[config.mk]
export PLATFORM = sky130hd
export DESIGN_NAME = pwr_grp_seq
export DESIGN_NICKNAME = d
export VERILOG_FILES = /design/src/rtl/pwr_grp_seq.sv
export SDC_FILE = /design/constraint.sdc
export NUM_CORES = 1
export LEC_CHECK = 0
export BUFFER_PORTS_ARGS = -buffer_cell sky130_fd_sc_hd__buf_2
export CORE_UTILIZATION = 60
export CTS_CLUSTER_SIZE = 24
export DETAILED_ROUTE_END_ITERATION = 10
export PLACE_DENSITY = 0.91
export SLEW_MARGIN = 20
export SYNTH_ARGS = -nofsm -noshare
export SYNTH_HDL_FRONTEND = slang
export SYNTH_SLANG_ARGS = --single-unit
[constraint.sdc]
create_clock -name clk -period 5.3 [get_ports clk]
set_input_delay 0.265 -clock clk [delete_from_list [all_inputs] [get_ports clk]]
set_output_delay 0.265 -clock clk [all_outputs]
set_load 0.02 [all_outputs]
[src/rtl/pwr_grp_seq.sv]
module pwr_grp_seq #(
  parameter int CLK_HZ         = 100_000_000,
  parameter int SETTLE_US      = 10,
  parameter int LAST_SETTLE_US = 0,
  parameter int QUAL_US        = 200_000,
  parameter int DB_TICKS       = 8
) (
  input  logic        clk,
  input  logic        rst_n,
  input  logic        master_en_i,
  input  logic [14:0] pg_i,
  output logic [21:0] rail_en_o,
  output logic        som_pg_o,
  output logic [7:0]  grp_stat_o,
  output logic [15:0] pg_stat_o,
  output logic        seq_fault_n_o,
  output logic        mr_n_o,
  output logic        sys_rst_n_o
);

  localparam int PRE  = (CLK_HZ / 1_000_000 < 1) ? 1 : CLK_HZ / 1_000_000;
  localparam int PW   = (PRE > 1) ? $clog2(PRE) : 1;
  localparam int TMAX = QUAL_US + SETTLE_US + LAST_SETTLE_US + 2;
  localparam int TW   = $clog2(TMAX);
  localparam int DBW  = $clog2(DB_TICKS + 1);
  localparam int NIN  = 16;

  typedef enum logic [2:0] {S_OFF, S_SETTLE, S_QUAL, S_ON, S_FAULT} st_e;

  function automatic logic [15:0] grp_mask(input logic [2:0] g);
    case (g)
      3'd0:    grp_mask = 16'h0001;
      3'd1:    grp_mask = 16'h000E;
      3'd2:    grp_mask = 16'h00F0;
      3'd3:    grp_mask = 16'h3F00;
      3'd4:    grp_mask = 16'h4000;
      3'd5:    grp_mask = 16'h8000;
      default: grp_mask = 16'h0000;
    endcase
  endfunction

  // microsecond time base
  logic [PW-1:0] pre_q;
  logic          tick;
  assign tick = (pre_q == PW'(PRE - 1));

  always_ff @(posedge clk or negedge rst_n)
    if (!rst_n)    pre_q <= '0;
    else if (tick) pre_q <= '0;
    else           pre_q <= pre_q + 1'b1;

  // synchroniser and debounce
  logic [NIN-1:0] raw, s1, s2, stab;
  assign raw = {pg_i, master_en_i};

  always_ff @(posedge clk or negedge rst_n)
    if (!rst_n) begin
      s1 <= '0;
      s2 <= '0;
    end else begin
      s1 <= raw;
      s2 <= s1;
    end

  for (genvar i = 0; i < NIN; i++) begin : g_db
    logic [DBW-1:0] cnt;
    logic           lvl;
    always_ff @(posedge clk or negedge rst_n)
      if (!rst_n) begin
        cnt <= '0;
        lvl <= 1'b0;
      end else if (s2[i] == lvl) begin
        cnt <= '0;
      end else if (tick) begin
        if (cnt == DBW'(DB_TICKS - 1)) begin
          cnt <= '0;
          lvl <= s2[i];
        end else begin
          cnt <= cnt + 1'b1;
        end
      end
    assign stab[i] = lvl;
  end

  // sequencer
  st_e           st;
  logic [2:0]    grp_q;
  logic [6:0]    en_q;
  logic [TW-1:0] tmr;
  logic [15:0]   cur_mask, held;
  logic          grp_ok, held_ok, settle_done;

  always_comb begin
    cur_mask = grp_mask(grp_q);
    held     = '0;
    for (int g = 1; g <= 5; g++)
      if (3'(g) < grp_q || (3'(g) == grp_q && st != S_QUAL))
        held = held | grp_mask(3'(g));
  end

  assign grp_ok      = (stab & cur_mask) == cur_mask;
  assign held_ok     = (stab & held) == held;
  assign settle_done = tmr >= ((grp_q == 3'd5) ? TW'(LAST_SETTLE_US) : TW'(SETTLE_US));

  always_ff @(posedge clk or negedge rst_n)
    if (!rst_n) begin
      st <= S_OFF; grp_q <= '0; en_q <= '0; tmr <= '0;
    end else if (!stab[0]) begin
      st <= S_OFF; grp_q <= '0; en_q <= '0; tmr <= '0;
    end else begin
      case (st)
        S_OFF: begin
          st <= S_SETTLE; grp_q <= '0; en_q <= 7'd1; tmr <= '0;
        end
        S_SETTLE:
          if (!held_ok) begin
            st <= S_FAULT; grp_q <= '0; en_q <= '0; tmr <= '0;
          end else if (settle_done) begin
            grp_q <= grp_q + 3'd1;
            en_q  <= {en_q[5:0], 1'b1};
            tmr   <= '0;
            st    <= (grp_q == 3'd5) ? S_ON : S_QUAL;
          end else if (tick) begin
            tmr <= tmr + 1'b1;
          end
        S_QUAL:
          if (!held_ok) begin
            st <= S_FAULT; grp_q <= '0; en_q <= '0; tmr <= '0;
          end else if (grp_ok) begin
            st <= S_SETTLE; tmr <= '0;
          end else if (tmr >= TW'(QUAL_US)) begin
            st <= S_FAULT; grp_q <= '0; en_q <= '0; tmr <= '0;
          end else if (tick) begin
            tmr <= tmr + 1'b1;
          end
        S_ON:
          if (!held_ok) begin
            st <= S_FAULT; grp_q <= '0; en_q <= '0; tmr <= '0;
          end
        default: ;
      endcase
    end

  assign rail_en_o     = {{1{en_q[5]}}, {5{en_q[4]}}, {6{en_q[3]}}, {7{en_q[2]}}, {3{en_q[1]}}};
  assign som_pg_o      = en_q[6];
  assign grp_stat_o    = {1'b0, en_q};
  assign pg_stat_o     = stab;
  assign seq_fault_n_o = (st != S_FAULT);
  assign mr_n_o        = en_q[6];
  assign sys_rst_n_o   = en_q[6];

  a_r1_thermo: assert property (@(posedge clk) disable iff (!rst_n)
    ((grp_stat_o[6:0] + 7'd1) & grp_stat_o[6:0]) == 7'd0);

  a_r1_step: assert property (@(posedge clk) disable iff (!rst_n)
    (en_q != 7'd0 && en_q != $past(en_q)) |-> en_q == {$past(en_q[5:0]), 1'b1});

  a_r3_window: assert property (@(posedge clk) disable iff (!rst_n)
    !(st == S_QUAL && tmr > TW'(QUAL_US)));

  a_r4_fault_off: assert property (@(posedge clk) disable iff (!rst_n)
    !seq_fault_n_o |-> (rail_en_o == 22'd0 && !som_pg_o));

  a_r5_latch: assert property (@(posedge clk) disable iff (!rst_n)
    (!seq_fault_n_o && stab[0]) |=> !seq_fault_n_o);

  a_r8_rst_hold: assert property (@(posedge clk) disable iff (!rst_n)
    (mr_n_o || sys_rst_n_o) |-> (rail_en_o == {22{1'b1}} && grp_stat_o == 8'h7F));

  a_r9_master_off: assert property (@(posedge clk) disable iff (!rst_n)
    !stab[0] |=> grp_stat_o == 8'h00);

  a_r10_tick_only: assert property (@(posedge clk) disable iff (!rst_n)
    !tick |=> $stable(pg_stat_o));

endmodule

==> summary.md, run 1 <==
| Metric | Value |
|---|---|
| Worst IR Drop VDD | 264 µV |
| First-pass GRT wire length | 25.8 mm |
| Multi-input gate area | 3010 µm² |
| Fmax | 0.314 GHz |
| Final Critical Period | 3190 ps |
| Yosys warns | 0 |
| Clock Latency Late Sink | 430 ps |
| DR DRC count | 1 |
| Cells after Synth | 737 |
| Core box area | 11600 µm² |
| Setup Skew | 8.17 ps |
| Via count | 5561 |
| Fin nets | 816 |
| Grt ovf | 0 |
| Crit end category | flip-flop |
| Buffers on Ports | 66 |
| Seq cells post-synth | 150 |
| Endpoints failing setup | 0 |
| Core Util, Final | 70.0% |
| Startpoint types | flip-flop |
| Avg WL per Cell | 16.5 µm |
| Type of the worst setup path | reg2reg |
| Pwr/cell area | 294 nW/µm² |
| Synth-to-Final Area Change | 12.0% |
| Seq/Total Area, Yosys | 51.9% |
| Async S/R FF share, synth | 100% |
| Clock Sinks | 150 |
| Synth unique cells | 61 |
| Worst Hold Class | reg2reg |
| Die area | 12500 µm² |
| Vias per cell | 5.97 |
| Critical Path Start | grp_q[1]$_DFFE_PN0P_ |
| Starting DRT DRC Count | 386 |
| Gr usage total | 26.0% |
| Largest area contributor in the netlist | dfrtp_1 |
| Post-synth top cells | dfrtp_1 (150), nand2_1 (122), nor2_1 (61) |
| Most numerous cell in the Yosys netlist | dfrtp_1 |
| H-tree levels | 4 |
| Largest net degree at the start of global routing | 79 |
| Initial antenna violation count | 0 |
| Worst-path fanout max | 13 |
| Clock Tree Root | clkbuf_16 |
| CTS Buffer Depth | 2 |
| Violated checks | DRC |
| Status | finished, violations left |
| GPL Wtd Cong | 0.830 |
| Sequential cell area | 3750 µm² |
| Diode count | 0 |
| Worst setup margin | 2110 ps |
| TNS Setup | 0 ps |
| FF-to-FF path depth | 10 |
| Worst-path clk slew | 60 ps |
| Crit path to | grp_q[0]$_DFFE_PN0P_ |
| Number of global-route vias before repair | 5684 |
| Final wirelength | 15.4 mm |
| Worst R2R Start | grp_q[1]$_DFFE_PN0P_ |
| Initial Util | 62.5% |
| Synth Area per Inst | 9.81 µm² |
| Yosys top cell area share | 51.9% |
| Top cells by area, synth | dfrtp_1 (52%), nand2_1 (6.3%), buf_4 (4.5%) |
| # IOs | 68 |
| Critical path required time | 5650 ps |
| WP data arrival | 3540 ps |
| Final Hold Fails | 0 |
| Fillers | 749 |
| Worst slew pin tran | 980 ps |
| Reg2reg end | grp_q[0]$_DFFE_PN0P_ |
| Number of synthesized flops with an enable pin | 0 |
| Synth Cell Area | 7230 µm² |
| Placement Setup Slack | 2170 ps |
| Hold wc startpoint | s1[9]$_DFF_PN0_ |
| Tcrit/Tclk final | 60.2% |
| TritonCTS Buffers | 17 |
| Post-layout power | 0.00238 W |
| DP Wirelength | 9.75 mm |
| Leakage power total | 3.73 nW |
| Worst slew margin | 34.7% |
| Post-detailed-route count of antenna-violating nets | 0 |
| Register-to-register setup slack | 2110 ps |
| Die height | 112 µm |
| TritonCTS clock tree | yes |
| Final Max Tran Viols | 0 |
| Main synth FF type | dfrtp_1 |
| 1st-pass router iterations | 8 |
| Layout cells sized above 1 | 15.9% |
| Max Cap Viol | 0 |
| Unrepaired setup endpoints after global routing | false |
| Std-Cell Rows | 39 |
| Syn Nets | 777 |
| Die W | 112 µm |
sequential cells by signal (all words and copies together), names as in the netlist, 7 cells and up:
signal	count
en_q	7
g_db.cnt	64
g_db.lvl	16
pre_q	7
s1	16
s2	16
tmr	18
worst min path at each step:
stage	to	slack (ps)	cells after the start
2_1_floorplan	en_q[0]$_DFFE_PN0P_	-30	0
3_3_place_gp	g_db[2].cnt[3]$_DFFE_PN0P_	310	1
3_5_place_dp	s2[2]$_DFF_PN0_	330	1
4_1_cts	s2[9]$_DFF_PN0_	350	0
5_1_grt	s2[9]$_DFF_PN0_	350	0
6_report	s2[9]$_DFF_PN0_	350	0
cell type report:
type / instances / area share (%)
multi-input cells: 509 / 37.2
inverters: 10 / 0.464
clock buffers: 19 / 5.59
flip-flops and latches: 150 / 46.4
repair buffers: 88 / 6.72
well taps: 143 / 2.21
clock inverters: 12 / 1.42
metal layers:
layer  GRT usage [%]  vias up  wire length (µm)
met5               0        -                 0
met2            46.0      136              8280
met1            30.8     2785              6250
li1                -     2613                 -
met4            9.10        0               282
met3            6.75       27               547
repair_timing:
| item | in CTS | in global routing |
|---|---|---|
| endpoints found under the hold margin | 88 | 0 |
| setup buffers | 0 | 0 |
| hold buffers | 17 | 0 |
| endpoints found under the setup margin | 0 | 0 |
| resized for setup | 0 | 0 |
layout by cell type (no fill, tap or decap), types with 13 or more instances in the layout:
master	instances
dfrtp_1	150
nand2_1	122
buf_2	65
nor2_1	61
a21oi_1	58
nand4_1	23
ha_1	22
nor3_1	21
xnor2_1	19
or3_1	19
xor2_1	17
clkbuf_16	17
dlygate4sd3_1	17
nand3_1	15
o21ai_0	15
mux2_2	14
a31oi_1	13
critical path, stage by stage, from the launching register on:
cell,delay [ps]
dfrtp_1,520
and3b_1,340
inv_1,60
ha_1,270
nand2b_1,70
nand3b_1,80
maj3_1,380
or2_1,260
a211oi_2,480
or2_1,390
mux2i_1,250
cell families after synthesis:
kind of cell | count (synthesis) | share of synthesized area [%]
buffers and inverters | 78 | 6.37
other | 1 | 0.0519
xor gates and xnor gates | 36 | 4.36
adders and majority gates | 23 | 3.95
AOI/OAI and AO/OA | 132 | 11.1
and+or+nand+nor | 300 | 19.6
muxes | 17 | 2.61
DFF | 150 | 51.9
through the flow:
stage | hold WS [ps] | instance area [µm²] | cells
2_1_floorplan | -30.6 | 7230 | 737
3_3_place_gp | 310 | 7360 | 883
3_5_place_dp | 330 | 7360 | 883
4_1_cts | 349 | 8100 | 931
5_1_grt | 355 | 8100 | 931
6_report | 348 | 8100 | 931
power breakdown:
part	switching [W]	leakage, nW	internal (W)	total [W]
clock network	0.000494	0.273	0.000674	0.00117
logic	0.0000330	1.45	0.0000175	0.0000505
registers	0.00000693	2.01	0.00116	0.00116
total	0.000534	3.73	0.00185	0.00238
Power figures use the tool's default switching activity.
==> inputs of run 2 (changes only) <==
--- a/config.mk
+++ b/config.mk
@@ -5,11 +5,12 @@
 export SDC_FILE = /design/constraint.sdc
 export NUM_CORES = 1
 export LEC_CHECK = 0
+export ABC_AREA = 1
 export BUFFER_PORTS_ARGS = -buffer_cell sky130_fd_sc_hd__buf_2
-export CORE_UTILIZATION = 60
+export CORE_UTILIZATION = 54
 export CTS_CLUSTER_SIZE = 24
 export DETAILED_ROUTE_END_ITERATION = 10
-export PLACE_DENSITY = 0.91
+export PLACE_DENSITY = 0.86
 export SLEW_MARGIN = 20
 export SYNTH_ARGS = -nofsm -noshare
 export SYNTH_HDL_FRONTEND = slang
==> constraint.sdc (replaced) <==
create_clock -name clk -period 2.6 [get_ports clk]
set_input_delay 0.13 -clock clk [delete_from_list [all_inputs] [get_ports clk]]
set_output_delay 0.13 -clock clk [all_outputs]
set_load 0.02 [all_outputs]
==> run 2 against run 1 <==
Effect of this change: synthesized cell count up 18%; worst setup slack lost 1800 ps; sequential share of layout area shrank 3.6 points; critical path depth rose by 2; sequential cell count stayed put; final area rose by 8.5%; clock skew fell by 0.53 ps; synthesized area up 7.6%; the flow now finishes without violations; critical path type unchanged; global-route usage is 4.1 points lower; sequential power is 100% higher; die area is 19% higher; register-to-register slack got worse by 1800 ps.
==> summary.md, run 2 <==
| Metric | Value |
|---|---|
| Status | complete, no violations |
| Number of global-route vias before repair | 5734 (+0.88%) |
| Layout cells sized above 1 | 17.7% (+1.9 points) |
| TritonCTS clock tree | yes |
| Yosys top cell area share | 48.3% (-3.7 points) |
| Setup Skew | 7.64 ps (-0.529 ps) |
| Yosys warns | 0 (unchanged) |
| Placement-stage cell area | 8020 µm² (+9.0%) |
| Most numerous cell in the Yosys netlist | nand2_1 |
| Die W | 122 µm (+9.2%) |
| Starting DRT DRC Count | 441 (+14%) |
| Fillers | 1144 (+53%) |
| Avg WL per Cell | 13.5 µm (-18%) |
| Post-detailed-route count of antenna-violating nets | 0 (unchanged) |
| Fin nets | 959 (+18%) |
| WP data arrival | 2660 ps (-880 ps) |
| Most frequent cells in the layout | nand2_1 (170), dfrtp_1 (149), nand3_1 (93) |
| Final Max Tran Viols | 0 (unchanged) |
| H-tree levels | 4 (unchanged) |
| Largest net degree at the start of global routing | 117 (+48%) |
| Main synth FF type | dfrtp_1 |
| Clock Latency Late Sink | 420 ps (about the same) |
| Final Hold Fails | 0 (unchanged) |
| Worst-path fanout max | 14 (+1) |
| Async S/R FF share, synth | 100% (unchanged) |
| Worst Hold Class | in2async |
| Setup bufs post-CTS | 0 (unchanged) |
| Adder-cell area share of the yosys netlist | 3.54% (-0.41 points) |
| Critical Path Start | grp_q[1]$_DFFE_PN0P_ |
| Crit end category | flip-flop |
| Tcrit/Tclk final | 89.4% (+29 points) |
| Die area | 14900 µm² (+19%) |
| Xor/xnor share of the synthesized area | 5.29% (+0.93 points) |
| Critical path required time | 2940 ps (-2710 ps) |
| Worst R2R Start | grp_q[1]$_DFFE_PN0P_ |
| TritonCTS Buffers | 17 (unchanged) |
| DR DRC count | 0 (-1) |
| Simple-Gate Fraction of Synth Area | 23.4% (+3.8 points) |
| Placement Setup Slack | 249 ps (-1920 ps) |
| Seq/Total Area, Yosys | 48.3% (-3.7 points) |
| Final instance area | 8790 µm² (+8.5%) |
| Post-layout power | 0.00498 W (+110%) |
| Leakage power total | 4.33 nW (+16%) |
| Type of the worst setup path | reg2reg |
| Commonest non-fill, non-tap cell in the layout | nand2_1 |
| Final wirelength | 15.0 mm (-2.6%) |
| Multi-input gate area | 3380 µm² (+12%) |
| Largest area contributor in the netlist | dfrtp_1 |
| Final Critical Period | 2320 ps (-865 ps) |
| Flip-flop count of the largest register after layout | 64 (unchanged) |
| Synth-to-Final Area Change | 12.9% |
| Grt ovf | 0 (unchanged) |
| Cells after Synth | 872 (+18%) |
| GPL Wtd Cong | 0.919 (+11%) |
| Endpoints failing setup | 0 (unchanged) |
| Clock Tree Root | clkbuf_16 |
| FF-to-FF path depth | 12 (+2) |
| Worst IR Drop VDD | 505 µV (+91%) |
| Compound-cell area share of the yosys netlist | 9.28% (-1.9 points) |
| DP Wirelength | 9.91 mm (+1.7%) |
| Startpoint types | flip-flop |
| Biggest regs | g_db.cnt (64), tmr (18) |
| Register-to-register setup slack | 280 ps (-1840 ps) |
| Pwr/cell area | 566 nW/µm² (+92%) |
| 1st-pass router iterations | 6 (-2) |
| Seq cells post-synth | 150 (unchanged) |
| Clock Sinks | 150 (unchanged) |
| Worst setup margin | 275 ps (-1840 ps) |
| Fmax | 0.430 GHz (+37%) |
| Gr usage total | 22.0% (-4.1 points) |
| Via count | 6124 (+10%) |
| Max Cap Viol | 0 (unchanged) |
| Core box area | 14000 µm² (+21%) |
| Post-synth top cells | nand2_1 (170), dfrtp_1 (150), nand3_1 (93), nor2_1 (93), inv_1 (56) |
| Core Util, Final | 62.8% (-7.2 points) |
| Worst-path clk slew | 60 ps (about the same) |
| # IOs | 68 (unchanged) |
| Largest Register | g_db.cnt |
| Initial Util | 55.6% (-6.9 points) |
| Synth Cell Area | 7780 µm² (+7.6%) |
| Sequential cell area | 3750 µm² (about the same) |
| Reg2reg end | tmr[15]$_DFFE_PN0P_ |
| Top cells by area, synth | dfrtp_1 (48%), nand2_1 (8.2%), nand3_1 (6.0%) |
| Diode count | 0 (unchanged) |
| Die height | 122 µm (+9.2%) |
| Synth unique cells | 37 (-39%) |
| TNS Setup | 0 ps (unchanged) |
| Synth Area per Inst | 8.92 µm² (-9.0%) |
| Vias per cell | 5.51 (-7.7%) |
| Initial antenna violation count | 0 (unchanged) |
| Worst slew pin tran | 603 ps (-377 ps) |
| CTS Buffer Depth | 2 (unchanged) |
| Worst slew margin | 59.8% (+25 points) |
| Number of synthesized flops with an enable pin | 0 (unchanged) |
| Std-Cell Rows | 43 (+10%) |
| Unrepaired setup endpoints after global routing | false |
| First-pass GRT wire length | 25.8 mm (-0.16%) |
| Buffers on Ports | 66 (unchanged) |
| Mux cell area share after synthesis | 1.88% (-0.73 points) |
| Syn Nets | 912 (+17%) |
| Largest family of logic cells by synthesized area | simple AND/OR/NAND/NOR gates |
==> run 2: cell count changes after synthesis, moves of 16 or more <==
cell,delta
nand3_1,+78
nand2_1,+48
inv_1,+47
a21oi_1,-37
nor2_1,+32
o21ai_0,+22
or3_1,-19
a31o_2,+16
nand4_1,-16
==> run 2: kinds of logic (layout without fill, tap and decap cells) <==
group / count (synthesis) / in the layout
buf+inv: 126 / 185
other cells: 1 / 1
fa+ha+maj: 22 / 22
flops: 150 / 150
simple gates: 410 / 410
xor+xnor: 47 / 47
compound gates: 103 / 103
mux: 13 / 13
==> run 2: metrics by stage <==
step / hold slack [ps] / instances
3_5_place_dp: 161 / 1063
5_1_grt: 315 / 1111
4_1_cts: 283 / 1111
3_3_place_gp: 160 / 1063
6_report: 262 / 1111
2_1_floorplan: -166 / 872
==> run 2: layer usage <==
layer	GRT usage (%)	share of wire (%)	vias up
met5	0	0	-
li1	-	-	2980
met3	5.24	4.0	24
met1	27.8	45	2972
met4	7.48	1.7	0
met2	36.7	50	148
==> run 2: worst max-delay path, cell delays in order, from the launching register on <==
cell and delay (ps):
dfrtp_1 490, nor2_2 260, inv_1 70, ha_1 270, nand2_1 70, nand3_1 60, o21ai_0 80, nand3_1 80
nor2_1 170, nand3_4 180, nand2_4 160, inv_2 160, o21ai_0 200
==> run 2: what timing repair did <==
| action | CTS | global route |
|---|---|---|
| resized for setup | 0 | 1 |
| hold buffers | 17 | 0 |
| endpoints found under the hold margin | 77 | 0 |
| endpoints found under the setup margin | 0 | 4 |
==> run 2: power breakdown <==
group          switching (W)  leakage [nW]  internal [W]
registers          0.0000130          2.01       0.00236
clock network        0.00104         0.286       0.00144
logic              0.0000822          2.03     0.0000446
total                0.00113          4.33       0.00384
==> run 2: cell type report <==
cell class,instances,area share (%)
Sequential cell,150,42.7
Multi-Input combinational cell,596,38.5
Timing Repair Buffer,93,6.91
Inverter,61,2.61
Clock buffer,17,4.84
Clock inverter,14,1.89
Tap cell,180,2.56
==> run 2: worst max-delay path by stage <==
stage,to,cells past startpoint
final,tmr[15]$_DFFE_PN0P_,12
after global routing,tmr[8]$_DFFE_PN0P_,12
after CTS,tmr[15]$_DFFE_PN0P_,13
after detailed placement,tmr[15]$_DFFE_PN0P_,13
after global placement,tmr[15]$_DFFE_PN0P_,13
after floorplan,tmr[14]$_DFFE_PN0P_,14
